## config.mk

```make
export PLATFORM = sky130hd
export DESIGN_NAME = thermal_clkmod
export DESIGN_NICKNAME = d
export VERILOG_FILES = /design/src/rtl/thermal_clkmod.sv
export SDC_FILE = /design/constraint.sdc
export NUM_CORES = 1
export LEC_CHECK = 0
export BUFFER_PORTS_ARGS = -buffer_cell sky130_fd_sc_hd__buf_2
export CELL_PAD_IN_SITES_DETAIL_PLACEMENT = 1
export CELL_PAD_IN_SITES_GLOBAL_PLACEMENT = 1
export CORE_MARGIN = 4
export CORE_UTILIZATION = 45
export CTS_CLUSTER_SIZE = 16
export DETAILED_ROUTE_END_ITERATION = 12
export PLACE_DENSITY = 0.8
export SYNTH_ARGS = -nofsm -noshare
export SYNTH_HDL_FRONTEND = slang
export SYNTH_SLANG_ARGS = --single-unit
```

## constraint.sdc

```tcl
create_clock -name clk -period 4.5 [get_ports clk]
set_input_delay 0.225 -clock clk [delete_from_list [all_inputs] [get_ports clk]]
set_output_delay 0.225 -clock clk [all_outputs]
set_load 0.01 [all_outputs]
```

## src/rtl/thermal_clkmod.sv

```systemverilog
module thermal_clkmod #(
  parameter int unsigned PERIOD_TICKS = 3200,
  parameter int unsigned DUTY_W       = 3,
  parameter int unsigned HYST_TICKS   = 1000
) (
  input  logic              clk,
  input  logic              rst_n,
  input  logic              ref_tick,
  input  logic              over_temp,
  input  logic              vf_at_floor,
  input  logic [DUTY_W-1:0] need_level,
  output logic              clk_en,
  output logic              ctl_active,
  output logic [DUTY_W-1:0] duty_code
);
  localparam int unsigned PH_W  = $clog2(PERIOD_TICKS);
  localparam int unsigned HY_W  = $clog2(HYST_TICKS + 1);
  localparam int unsigned SLICE = PERIOD_TICKS >> DUTY_W;

  logic              active;
  logic [HY_W-1:0]   hcnt;
  logic              run;
  logic [PH_W-1:0]   phase;
  logic [DUTY_W-1:0] duty;
  logic [PH_W:0]     on_len;

  wire engage = active & vf_at_floor;
  wire [DUTY_W-1:0] need_c = (need_level == '0) ? DUTY_W'(1) : need_level;
  wire wrap = (phase == PH_W'(PERIOD_TICKS - 1));

  assign on_len     = (PH_W+1)'(duty) * (PH_W+1)'(SLICE);
  assign clk_en     = ~run | ({1'b0, phase} < on_len);
  assign duty_code  = run ? duty : '0;
  assign ctl_active = active;

  always_ff @(posedge clk) begin
    if (!rst_n) begin
      active <= 1'b0;
      hcnt   <= '0;
    end else if (over_temp) begin
      active <= 1'b1;
      hcnt   <= '0;
    end else if (active && ref_tick) begin
      if (hcnt == HY_W'(HYST_TICKS - 1)) begin
        active <= 1'b0;
        hcnt   <= '0;
      end else begin
        hcnt <= hcnt + 1'b1;
      end
    end
  end

  always_ff @(posedge clk) begin
    if (!rst_n) begin
      run   <= 1'b0;
      phase <= '0;
      duty  <= '0;
    end else if (!engage) begin
      run   <= 1'b0;
      phase <= '0;
    end else if (!run) begin
      run   <= 1'b1;
      phase <= '0;
      duty  <= need_c;
    end else if (ref_tick) begin
      if (wrap) begin
        phase <= '0;
        duty  <= need_c;
      end else begin
        phase <= phase + 1'b1;
      end
    end
  end
endmodule


```

* After elaboration in Yosys (flattened, before gate mapping)
Cells that the tools add are included.
** Word-level totals
- Flip-flop bits (word level) :: 27
- Bits in latches :: 0
- Bits in writable memories :: 0
- Bits in read-only memories :: 0
- Output and inout port bits :: 5
- Memories :: 0
** Cells by class
- Add/sub/neg operators :: 2
- Multiply operators :: 1
- Divide/modulo/power cells :: 0
- $lt $le $gt $ge :: 1
- Equality and inequality tests :: 4
- Shift-type cells :: 0
- Muxes and demuxes :: 11
- Bitwise gates (word level) :: 4
- Reductions and logical operators :: 8
** Operators by type and width (number)
- two-way mux 3 bit :: 5
- adder 12 x 1 -> 12 bit (second input constant) :: 1
- == test 12 bit (second input constant) :: 1
- less-than comparator 12 bit :: 1
- two-way mux 12 bit :: 1
- adder 10 x 1 -> 10 bit (second input constant) :: 1
- == test 10 bit (second input constant) :: 1
- two-way mux 10 bit :: 1
- multiplier 3 x 5 -> 8 bit (second input constant) :: 1
- AND reduction 3 bit :: 2
- two-way mux 1 bit :: 4
- nonzero test 2 bit :: 2
- logical NOT 3 bit :: 1
- inequality test 2 x 1 -> 1 bit (second input constant) :: 1
- inequality test 2 bit (second input constant) :: 1
- inverter 1 bit :: 2
- AND reduction 2 bit :: 1
- OR reduction 2 bit :: 1
- AND 1 bit :: 1
- logical AND 1 bit :: 1
- bitwise OR 1 bit :: 1

* Longest topological paths before layout
Gate-level depths: netlist (run 1).
- Depth in word-level cells :: 5
- Mapped depth :: 10
- Mapped depth without buffers :: 10

* Least setup slack after synthesis (run 1)
Ideal clock, no wire load.
- Path kind :: register to output
- Start :: reg duty[1]
- End :: out clk_en
- Arrival time :: 1861 ps
- Path slack :: 2414 ps
- Stages on the path, launching flop included :: 11
- Cells stage by stage :: dfxtp_1 inv_1 ha_1 inv_1 ha_1 ha_1 inv_1 ha_1 nand2_1 o21ai_0 a22oi_1
** Between the ends
- Cells in the longest elaborated chain, start to end :: 3
** RTL lines
- start, declared :: RTL line 24 : logic [DUTY_W-1:0] duty;
- start signal, assigned :: RTL line 64 : duty <= need_c;
- start signal, assigned :: RTL line 68 : duty <= need_c;
- multiplier 3 x 5 -> 8 bit :: RTL line 31 : assign on_len = (PH_W+1)'(duty) * (PH_W+1)'(SLICE);
- less-than comparator 12 bit :: RTL line 32 : assign clk_en = ~run | ({1'b0, phase} < on_len);
- bitwise OR 1 bit :: RTL line 32
- end, declared :: RTL line 12 : output logic clk_en,
No other way between the ends.

* Worst setup path in the final report (run 1)
Ends and elaborated chain as after synthesis.

==> metrics.txt, run 1 <==
outcome=finished clean; Clock Latency Late Sink=0.33 ns; Ports=13; CP Launch Type=register; cell count after placement=220; Worst VDD drop=160 µV; DRC=0; placed cell area=1550 µm²; largest net degree at the start of global routing=17; Via density=5.29; WP data arrival=2.45 ns; PwrDens=240 nW/µm²; fin crit period=2.67 ns; Hold Slack=0.117 ns; Final nets=203; Synth Instances=167; Mapped Nets=189; Max-Cap Viols=0; core area=3080 µm²; Final Core Density=51.5%; initial antenna violation count=0; share of cells above drive strength 1=10.6%; via count=1,186; # H-tree levels=1; detailed-route wire length=3070 µm; Required @ worst endpoint=4.28 ns; Synthesis Warnings=0; distinct cell type count after synthesis=30; Hold Path Class=input port to register; row cnt=20; GP Congestion=0.783; Final Cell Area=1580 µm²; Worst Path Max Fanout=5; TNS Setup=0 ns; GR Overflow Total=0; sequential fraction of the synthesis area=37.2%; period utilization=59.4%; clock sinks=27; clock root buffer=clkbuf_4; area grow syn2layout=8.95%; Leak=0.588 nW; worst path bufs/invs=3; GRT Total Usage=16.4%; Post-Syn Area=1450 µm²; first-pass GRT wire length=5530 µm; FF+latch area=541 µm²; final count of pins violating max slew=0; DP HPWL=2430 µm; Comb power frac=6.9%; Worst Slack Setup Final=1.83 ns; Die ar.=4200 µm²; Final Hold Violating Endpoints=0; Setup-failing EPs final=0; switching pwr=93.0 µW; dpl ws=2.21 ns; n_diodes=0; hold_buf cts=0; Max-Slew Margin vs Limit=67.7%; CTS tree=yes; RSZ-0062 raised after global routing=no; Setup CP Type=register to output pin; clock network fraction of total power=28.4%; CP cell instances=inv_1, ha_1, inv_1, ha_1, ha_1, nor2_1, ha_1, a21oi_1, o21ai_0, a22oi_1, buf_2; Top delay family on crit path=adder cells; Initial Util=47.2%; footprint of the multi-input gates=865 µm²; fmax=0.374 GHz; Clock Tree Buf Depth=2; Sequential Power Share=64.7%; vias in the first global route=1,324; cts repair resizes=0; Avg WL per Cell=13.7 µm; switching share of power=24.4%; DR iter-0 viols=59; Die W=64.8 µm; DRT Pass-1 Iters=4; CTS buffer count=3; Internal=287 µW; CP peak stage delay=0.43 ns; Clock Skews=0.0124 ns; Post-CTS Setup Bufs=0; commonest non-fill, non-tap cells in the layout=28 x nor2_1, 27 x dfxtp_1, 16 x nand2_1; Critical Path End Type=output pin; Port Buffers=12; Power Total=380 µW; Worst path slowest cell=dfxtp_1; worst-margin pin slew=0.483 ns; commonest non-fill, non-tap cell in the layout=nor2_1; die height=64.8 µm; Worst-path clk slew=0.15 ns; syn avg cell area=8.71 µm²; crit-path most repeated cell=ha_1; ANT nets after route=0; fin cells=224; Fill cells=388; Yosys reg bits=27
registers in the layout (all words and copies together) (netlist names):
signal and cells:
ctl_active 1, phase 12, duty 3, hcnt 10, run 1
path summary, 6_finish.rpt:
check             from         end  slack [ns]  depth (start not counted)
max reg2reg   phase[0]   phase[11]        2.64                          5
max            duty[1]      clk_en        1.83                         11
min reg2reg    duty[1]     duty[1]        0.53                          2
min          over_temp  ctl_active        0.12                          3
cells in the mapped netlist (all sizes together):
| master | instances | area (µm²) |
|---|---|---|
| o21ai | 2 | 10.0 |
| and4 | 1 | 8.76 |
| buf | 1 | 7.51 |
| nor3 | 6 | 30.0 |
| a22oi | 1 | 7.51 |
| a211o | 1 | 8.76 |
| nand2b | 1 | 6.26 |
| xnor2 | 11 | 96.3 |
| ha | 14 | 175 |
| nand3 | 7 | 35.0 |
| xor2 | 9 | 78.8 |
| a21oi | 5 | 36.3 |
| mux2i | 4 | 40.0 |
| clkbuf | 2 | 7.51 |
| nor2b | 1 | 6.26 |
| and2 | 3 | 18.8 |
| a21o | 1 | 7.51 |
| dfxtp | 27 | 541 |
| nand2 | 16 | 60.1 |
| nor4 | 1 | 6.26 |
| nand4bb | 1 | 11.3 |
| nor3b | 1 | 7.51 |
| and3 | 3 | 18.8 |
| nand3b | 1 | 7.51 |
| nor2 | 28 | 105 |
| or4 | 1 | 11.3 |
| inv | 9 | 33.8 |
| nand4 | 9 | 71.3 |
per-layer routing:
metal | track usage (%) | vias to the layer above | part of all wire, %
met2 | 30.4 | 12 | 51
met3 | 2.08 | 4 | 2.2
li1 | - | 592 | -
met1 | 19.1 | 578 | 46
met5 | 0 | - | 0
met4 | 5.54 | 0 | 1.0
worst register-to-register path, stage by stage, from the launching register on:
cell,delay (ns)
dfxtp_1,0.43
ha_1,0.22
nand3_1,0.14
or4_4,0.47
nand3_1,0.38
nor2_1,0.10
power by group through the flow:
stage	Clock (mW)	Combinational [mW]	Sequential, mW
final	0.108	0.0261	0.246
after detailed placement	0	0.0265	0.251
after CTS	0.117	0.0266	0.246
after global routing	0.123	0.0298	0.247
after global placement	0	0.0248	0.251
after floorplan	0	0.0174	0.250
cell type report:
class	instances	share of cell area, %
multi-input combinational	128	54.6
clock buffer	3	1.42
clock inverter	1	0.474
sequential	27	34.1
tap	44	3.48
inverter	9	2.13
timing repair buffer	12	3.79
cells by family after synthesis:
logic type | synth area share (%)
simple gates | 27.8
mux | 2.75
xor+xnor | 12.0
compound gates | 4.82
buf+inv | 3.36
fa+ha+maj | 12.0
flops | 37.2
No activity file was read; power rests on OpenSTA's default activity.
==> run 2: changes to the inputs <==
--- a/config.mk
+++ b/config.mk
@@ -5,14 +5,15 @@
 export SDC_FILE = /design/constraint.sdc
 export NUM_CORES = 1
 export LEC_CHECK = 0
+export ABC_AREA = 1
 export BUFFER_PORTS_ARGS = -buffer_cell sky130_fd_sc_hd__buf_2
 export CELL_PAD_IN_SITES_DETAIL_PLACEMENT = 1
 export CELL_PAD_IN_SITES_GLOBAL_PLACEMENT = 1
 export CORE_MARGIN = 4
-export CORE_UTILIZATION = 45
+export CORE_UTILIZATION = 43
 export CTS_CLUSTER_SIZE = 16
 export DETAILED_ROUTE_END_ITERATION = 12
-export PLACE_DENSITY = 0.8
+export PLACE_DENSITY = 0.79
 export SYNTH_ARGS = -nofsm -noshare
 export SYNTH_HDL_FRONTEND = slang
 export SYNTH_SLANG_ARGS = --single-unit
==> constraint.sdc (replaced) <==
create_clock -name clk -period 2.8 [get_ports clk]
set_input_delay 0.14 -clock clk [delete_from_list [all_inputs] [get_ports clk]]
set_output_delay 0.14 -clock clk [all_outputs]
set_load 0.01 [all_outputs]
==> run 2 against run 1 <==
  * Wire length is 24% higher
  * Non-clock buffer count unchanged
  * Sequential share of layout area fell by 4.1 points
  * Clock-buffer cell count unchanged
  * Power rose by 83%
  * Critical path depth is 2 higher
  * Global-route usage up 0.59 points
  * Sequential cell count did not move
  * Via count rose by 21%
  * Final cell count rose by 29%
  * Critical path type unchanged
  * Largest cell class unchanged
==> metrics.txt, run 2 <==
outcome=finished clean; EDFF count, synth=0 (unchanged); max reg flops=12 (unchanged); met1 WL=1870 µm (+34%); Final Cell Area=1800 µm² (+14%); Synth Area in Adders=10.7% (-1.4 points); placed cell area=1750 µm² (+13%); clock network fraction of total power=34.1% (+5.7 points); largest family of logic cells by synthesized area=simple AND/OR/NAND/NOR gates; vias in the first global route=1,536 (+16%); GRT Total Usage=17.0% (+0.59 points); DP HPWL=3060 µm (+26%); Clock Skews=0.00789 ns (-0.00450 ns); Clock Latency Late Sink=0.28 ns (-0.05 ns); Internal=515 µW (+79%); Clock Tree Buf Depth=2 (unchanged); highest routed metal layer=met4; final count of pins violating max slew=0 (unchanged); area grow syn2layout=9.59%; xor and xnor area share after synthesis=4.26% (-7.8 points); via count=1,435 (+21%); Final nets=263 (+30%); Setup-failing EPs final=0 (unchanged); Die ar.=4880 µm² (+16%); Required @ worst endpoint=2.66 ns (-1.62 ns); Worst-path clk slew=0.10 ns (-0.05 ns); fin cells=288 (+29%); Critical Path End Type=output pin; worst-margin pin slew=0.298 ns (-0.185 ns); area share of the largest cell type after synthesis=32.9% (-4.3 points); DR iter-0 viols=24 (-59%); distinct cell type count after synthesis=25 (-17%); period utilization=90.6%; Post-synth ARST share=0% (unchanged); multiplexer area fraction after synthesis=0% (-2.8 points); Sequential Power Share=56.8% (-7.9 points); met2 wire len=1780 µm (+14%); die height=69.8 µm (+7.7%); first-pass GRT wire length=6830 µm (+23%); Post-Syn Area=1640 µm² (+13%); Yosys reg bits=27 (unchanged); clock sinks=27 (unchanged); RSZ-0062 raised after global routing=no; Worst Path Max Fanout=5 (unchanged); largest register by flop count=phase; initial antenna violation count=0 (unchanged); Initial Util=44.6% (-2.7 points); Post-CTS Setup Bufs=0 (unchanged); # H-tree levels=1 (unchanged); worst path bufs/invs=4 (+1); fmax=0.394 GHz; Die W=69.8 µm (+7.7%); share of cells above drive strength 1=17.1% (+6.5 points); Power Total=697 µW (+83%); row cnt=22 (+10%); n_diodes=0 (unchanged); crit-path most repeated cell=ha_1; Port Buffers=12 (unchanged); Synth Instances=225 (+35%); Worst VDD drop=301 µV (+88%); PwrDens=387 nW/µm² (+61%); Avg WL per Cell=13.2 µm (-3.7%); Synthesis Warnings=0 (unchanged); Via density=4.98 (-5.9%); top_reg_cell synth=dfxtp_1; Comb power frac=9.1% (+2.2 points); hold_buf cts=0 (unchanged); commonest non-fill, non-tap cells in the layout=40 x nand2_1, 33 x nor2_1, 30 x inv_1; Hold Path Class=input port to register; GP Congestion=0.722 (-7.8%); DRT Pass-1 Iters=4 (unchanged); detailed-route wire length=3790 µm (+24%); synth cell count leaders=40 x nand2_1, 33 x nor2_1, 30 x inv_1; CP peak stage delay=0.41 ns (-0.02 ns); compound-gate portion of the synthesized area=7.00% (+2.2 points); Top delay family on crit path=adder cells; TNS Setup=0 ns (unchanged); Ports=13 (unchanged); GR Overflow Total=0 (unchanged); CP Launch Type=register; clock root buffer=clkbuf_8; CP cell instances=inv_1, ha_1, inv_1, ha_1, ha_1, inv_1, ha_1, nand2_1, nor2_1, a211oi_1, nand2_1, nand2_1, buf_2; commonest non-fill, non-tap cell in the layout=nand2_1; Worst path slowest cell=dfxtp_1; fin crit period=2.54 ns; ANT nets after route=0 (unchanged); Final Hold Violating Endpoints=0 (unchanged); CTS buffer count=3 (unchanged); CTS tree=yes; core area=3690 µm² (+20%); WP data arrival=2.40 ns (-0.05 ns); syn avg cell area=7.31 µm² (-16%); count leader, synth=nand2_1; cell taking the most area after synthesis=dfxtp_1; Mapped Nets=247 (+31%); Largest regs=phase: 12 flops, hcnt: 10 flops, duty: 3 flops; switching share of power=26.1% (+1.7 points); switching pwr=182 µW (+96%); sequential fraction of the synthesis area=32.9% (-4.3 points); Setup CP Type=register to output pin; Met3 Routed Length=112 µm (+70%); Max-Slew Margin vs Limit=80.1% (+12 points); Leak=0.748 nW (+27%); DRC=0 (unchanged); largest net degree at the start of global routing=17 (unchanged); cell count after placement=284 (+29%); post-synthesis simple-gate area fraction=36.8% (+9.0 points); Max-Cap Viols=0 (unchanged); top post-synthesis cells by area=dfxtp_1 33%, ha_1 11%, nand2_1 9.1%, nor2_1 7.5%, inv_1 6.8%; cts repair resizes=0 (unchanged)
## run 2: cell types whose count changed after synthesis, moves of 9 or more
cell	delta
nand2_1	+24
inv_1	+21
a21oi_1	+10
xnor2_1	-9
## run 2: area by class of cell
cell class | instances | area [µm²]
sequential | 27 | 541
timing repair buffer | 12 | 60.1
fill | 496 | 1890
inverter | 34 | 128
clock inverter | 1 | 7.51
tap | 48 | 60.1
clock buffer | 3 | 41.3
multi-input combinational | 163 | 965
## run 2: cells by family (layout without fill, tap and decap cells)
logic type	count (synthesis)	count (layout)
AOI/OAI and AO/OA	22	22
xor gates and xnor gates	8	8
adders and majority gates	14	14
buffers and inverters	35	50
DFF	27	27
and+or+nand+nor	119	119
## run 2: power by group through the flow
stage          combinational, mW  sequential (mW)  clock, mW
5_1_grt                   0.0766            0.397      0.257
4_1_cts                   0.0645            0.396      0.242
6_report                  0.0636            0.396      0.238
2_1_floorplan             0.0460            0.404          0
3_3_place_gp              0.0623            0.404          0
3_5_place_dp              0.0637            0.404          0
## run 2: worst reg2reg max path, delay by kind of cell, from the launching register on
family        cells  cell delay, ns
flops             1            0.39
simple gates      6            0.71
buf+inv           1            0.06
fa+ha+maj         1            0.22
## run 2: final timing paths
kind,startpoint,endpoint,slack (ns),cells past startpoint
hold / removal,over_temp,ctl_active,0.1,3
setup reg to reg,hcnt[0],hcnt[5],1.33,8
hold reg to reg,hcnt[9],hcnt[9],0.53,2
setup / recovery,duty[1],clk_en,0.26,13
## run 2: metal layers
metal,up-vias,GRT usage (%)
li1,749,-
met1,669,21.5
met2,13,29.2
met3,4,3.62
met4,0,4.04
met5,-,0
## run 2: through the flow
| step | utilization (%) | setup WS [ns] | hold slack (ns) |
|---|---|---|---|
| floorplan | - | 0.771 | 0.257 |
| detailed placement | 47.5 | 0.576 | 0.376 |
| global placement | 47.5 | 0.609 | 0.376 |
| CTS | 48.8 | 0.246 | 0.100 |
| global route | 48.8 | 0.0233 | 0.116 |
| finish | 48.8 | 0.264 | 0.0987 |
==> run 3: changes to the inputs <==
--- a/config.mk
+++ b/config.mk
@@ -5,15 +5,15 @@
 export SDC_FILE = /design/constraint.sdc
 export NUM_CORES = 1
 export LEC_CHECK = 0
-export ABC_AREA = 1
 export BUFFER_PORTS_ARGS = -buffer_cell sky130_fd_sc_hd__buf_2
 export CELL_PAD_IN_SITES_DETAIL_PLACEMENT = 1
 export CELL_PAD_IN_SITES_GLOBAL_PLACEMENT = 1
 export CORE_MARGIN = 4
-export CORE_UTILIZATION = 43
+export CORE_UTILIZATION = 44
 export CTS_CLUSTER_SIZE = 16
 export DETAILED_ROUTE_END_ITERATION = 12
 export PLACE_DENSITY = 0.79
+export SLEW_MARGIN = 15
 export SYNTH_ARGS = -nofsm -noshare
 export SYNTH_HDL_FRONTEND = slang
 export SYNTH_SLANG_ARGS = --single-unit
==> run 3 against run 2 <==
  * Sequential share of layout area up 4.3 points
  * Sequential power barely moved
  * Non-clock buffer count unchanged
  * Clock skew increased by 0.0035 ns
  * Critical endpoint unchanged
  * Largest cell class unchanged
==> metrics.txt, run 3 (same netlist as run 1, synthesis figures left out) <==
outcome=finished clean; Final nets=203 (-23%); DRT Pass-1 Iters=4 (unchanged); dpl ws=0.534 ns (-0.0423 ns); clock sinks=27 (unchanged); Clock Skews=0.0114 ns (+0.00352 ns); core area=3100 µm² (-16%); Comb power frac=7.0% (-2.1 points); switching share of power=24.4% (-1.7 points); CP Launch Type=register; CTS buffer count=3 (unchanged); Avg WL per Cell=13.5 µm (+2.2%); Worst path slowest cell=dfxtp_2; largest net degree at the start of global routing=15 (-2); row cnt=20 (-9.1%); fmax=0.392 GHz (-0.68%); Worst-path clk slew=0.14 ns (+0.04 ns); largest register by flop count=phase; worst-margin pin slew=0.471 ns (+0.173 ns); Critical Path End Type=output pin; WP data arrival=2.41 ns (about the same); die height=65.5 µm (-6.2%); Post-CTS Setup Bufs=0 (unchanged); commonest non-fill, non-tap cell in the layout=nor2_1; area grow syn2layout=8.78%; CTS tree=yes; RSZ-0062 raised after global routing=no; first-pass GRT wire length=5460 µm (-20%); commonest non-fill, non-tap cells in the layout=28 x nor2_1, 26 x dfxtp_1, 16 x nand2_1; Port Buffers=12 (unchanged); hold_buf cts=0 (unchanged); ANT nets after route=0 (unchanged); initial antenna violation count=0 (unchanged); Sequential Power Share=64.6% (+7.8 points); TNS Setup=0 ns (unchanged); Final Hold Violating Endpoints=0 (unchanged); Worst VDD drop=172 µV (-43%); Leak=0.590 nW (-21%); GRT Total Usage=16.0% (-0.93 points); PwrDens=387 nW/µm² (+0.13%); Worst Path Max Fanout=5 (unchanged); max reg flops=12 (unchanged); Power Total=613 µW (-12%); n_diodes=0 (unchanged); GR Overflow Total=0 (unchanged); Die W=65.5 µm (-6.2%); clock network fraction of total power=28.4% (-5.7 points); Top delay family on crit path=adder cells; Ports=13 (unchanged); Hold Path Class=input port to register; Setup-failing EPs final=0 (unchanged); GP Congestion=0.729 (+1.1%); period utilization=91.2% (+0.62 points); CP cell instances=inv_1, ha_1, inv_1, ha_1, ha_1, nor2_1, ha_1, a21oi_1, o21ai_0, a22oi_1, buf_2; Worst Slack Setup Final=0.247 ns (-0.0175 ns); Clock Latency Late Sink=0.33 ns (+0.05 ns); detailed-route wire length=3020 µm (-21%); # H-tree levels=1 (unchanged); via count=1,162 (-19%); clock root buffer=clkbuf_4; fin crit period=2.55 ns (+0.0175 ns); vias in the first global route=1,254 (-18%); Required @ worst endpoint=2.66 ns (about the same); final count of pins violating max slew=0 (unchanged); cts repair resizes=0 (unchanged); Largest regs=phase: 12 flops, hcnt: 10 flops, duty: 3 flops; DRC=0 (unchanged); Clock Tree Buf Depth=2 (unchanged); Internal=463 µW (-10%); Setup CP Type=register to output pin; Initial Util=46.9% (+2.3 points); switching pwr=149 µW (-18%); Max-Cap Viols=0 (unchanged); crit-path most repeated cell=ha_1; DP HPWL=2380 µm (-22%); share of cells above drive strength 1=10.6% (-6.5 points); Die ar.=4290 µm² (-12%); DR iter-0 viols=70 (+190%); Max-Slew Margin vs Limit=68.5% (-12 points); worst path bufs/invs=3 (-1); CP peak stage delay=0.40 ns (about the same); Via density=5.19 (+4.1%)
## run 3: layout make-up
cell class / count / area (µm²)
fill: 393 / 1520
timing repair buffer: 12 / 60.1
sequential: 27 / 542
clock buffer: 4 / 26.3
tap: 44 / 55.1
multi-input combinational: 128 / 865
inverter: 9 / 33.8
## run 3: per-layer routing
metal	up-vias	track usage [%]	part of all wire (%)
li1	592	-	-
met1	544	19.5	47
met2	21	28.2	49
met3	5	4.62	3.9
met4	0	2.85	0.70
met5	-	0	0
## run 3: power by group through the flow
| stage | registers, mW | logic (mW) | clock network, mW |
|---|---|---|---|
| 2_1_floorplan | 0.402 | 0.0280 | 0 |
| 3_3_place_gp | 0.403 | 0.0401 | 0 |
| 3_5_place_dp | 0.404 | 0.0435 | 0 |
| 4_1_cts | 0.396 | 0.0437 | 0.181 |
| 5_1_grt | 0.397 | 0.0488 | 0.202 |
| 6_report | 0.396 | 0.0427 | 0.174 |
## run 3: through the flow
stage               area (µm²)  cells  hold WS, ns  utilization [%]
floorplan                 1450    167        0.279                -
global placement          1550    220        0.383             50.1
detailed placement        1550    220        0.399             50.1
CTS                       1580    224       0.0411             50.9
global route              1580    224       0.0404             51.0
finish                    1580    224       0.0503             51.0
## run 3: path summary, 6_finish.rpt
check,from,endpoint,slack (ns),cells past startpoint
setup reg to reg,phase[0],phase[3],0.93,5
hold / removal,over_temp,ctl_active,0.05,3
setup / recovery,duty[1],clk_en,0.25,11
hold reg to reg,duty[1],duty[1],0.52,2
## run 3: tightest hold or removal path, cell delays in order
cell     delay, ns
buf_2         0.09
a21oi_1       0.04
nor2b_1       0.09
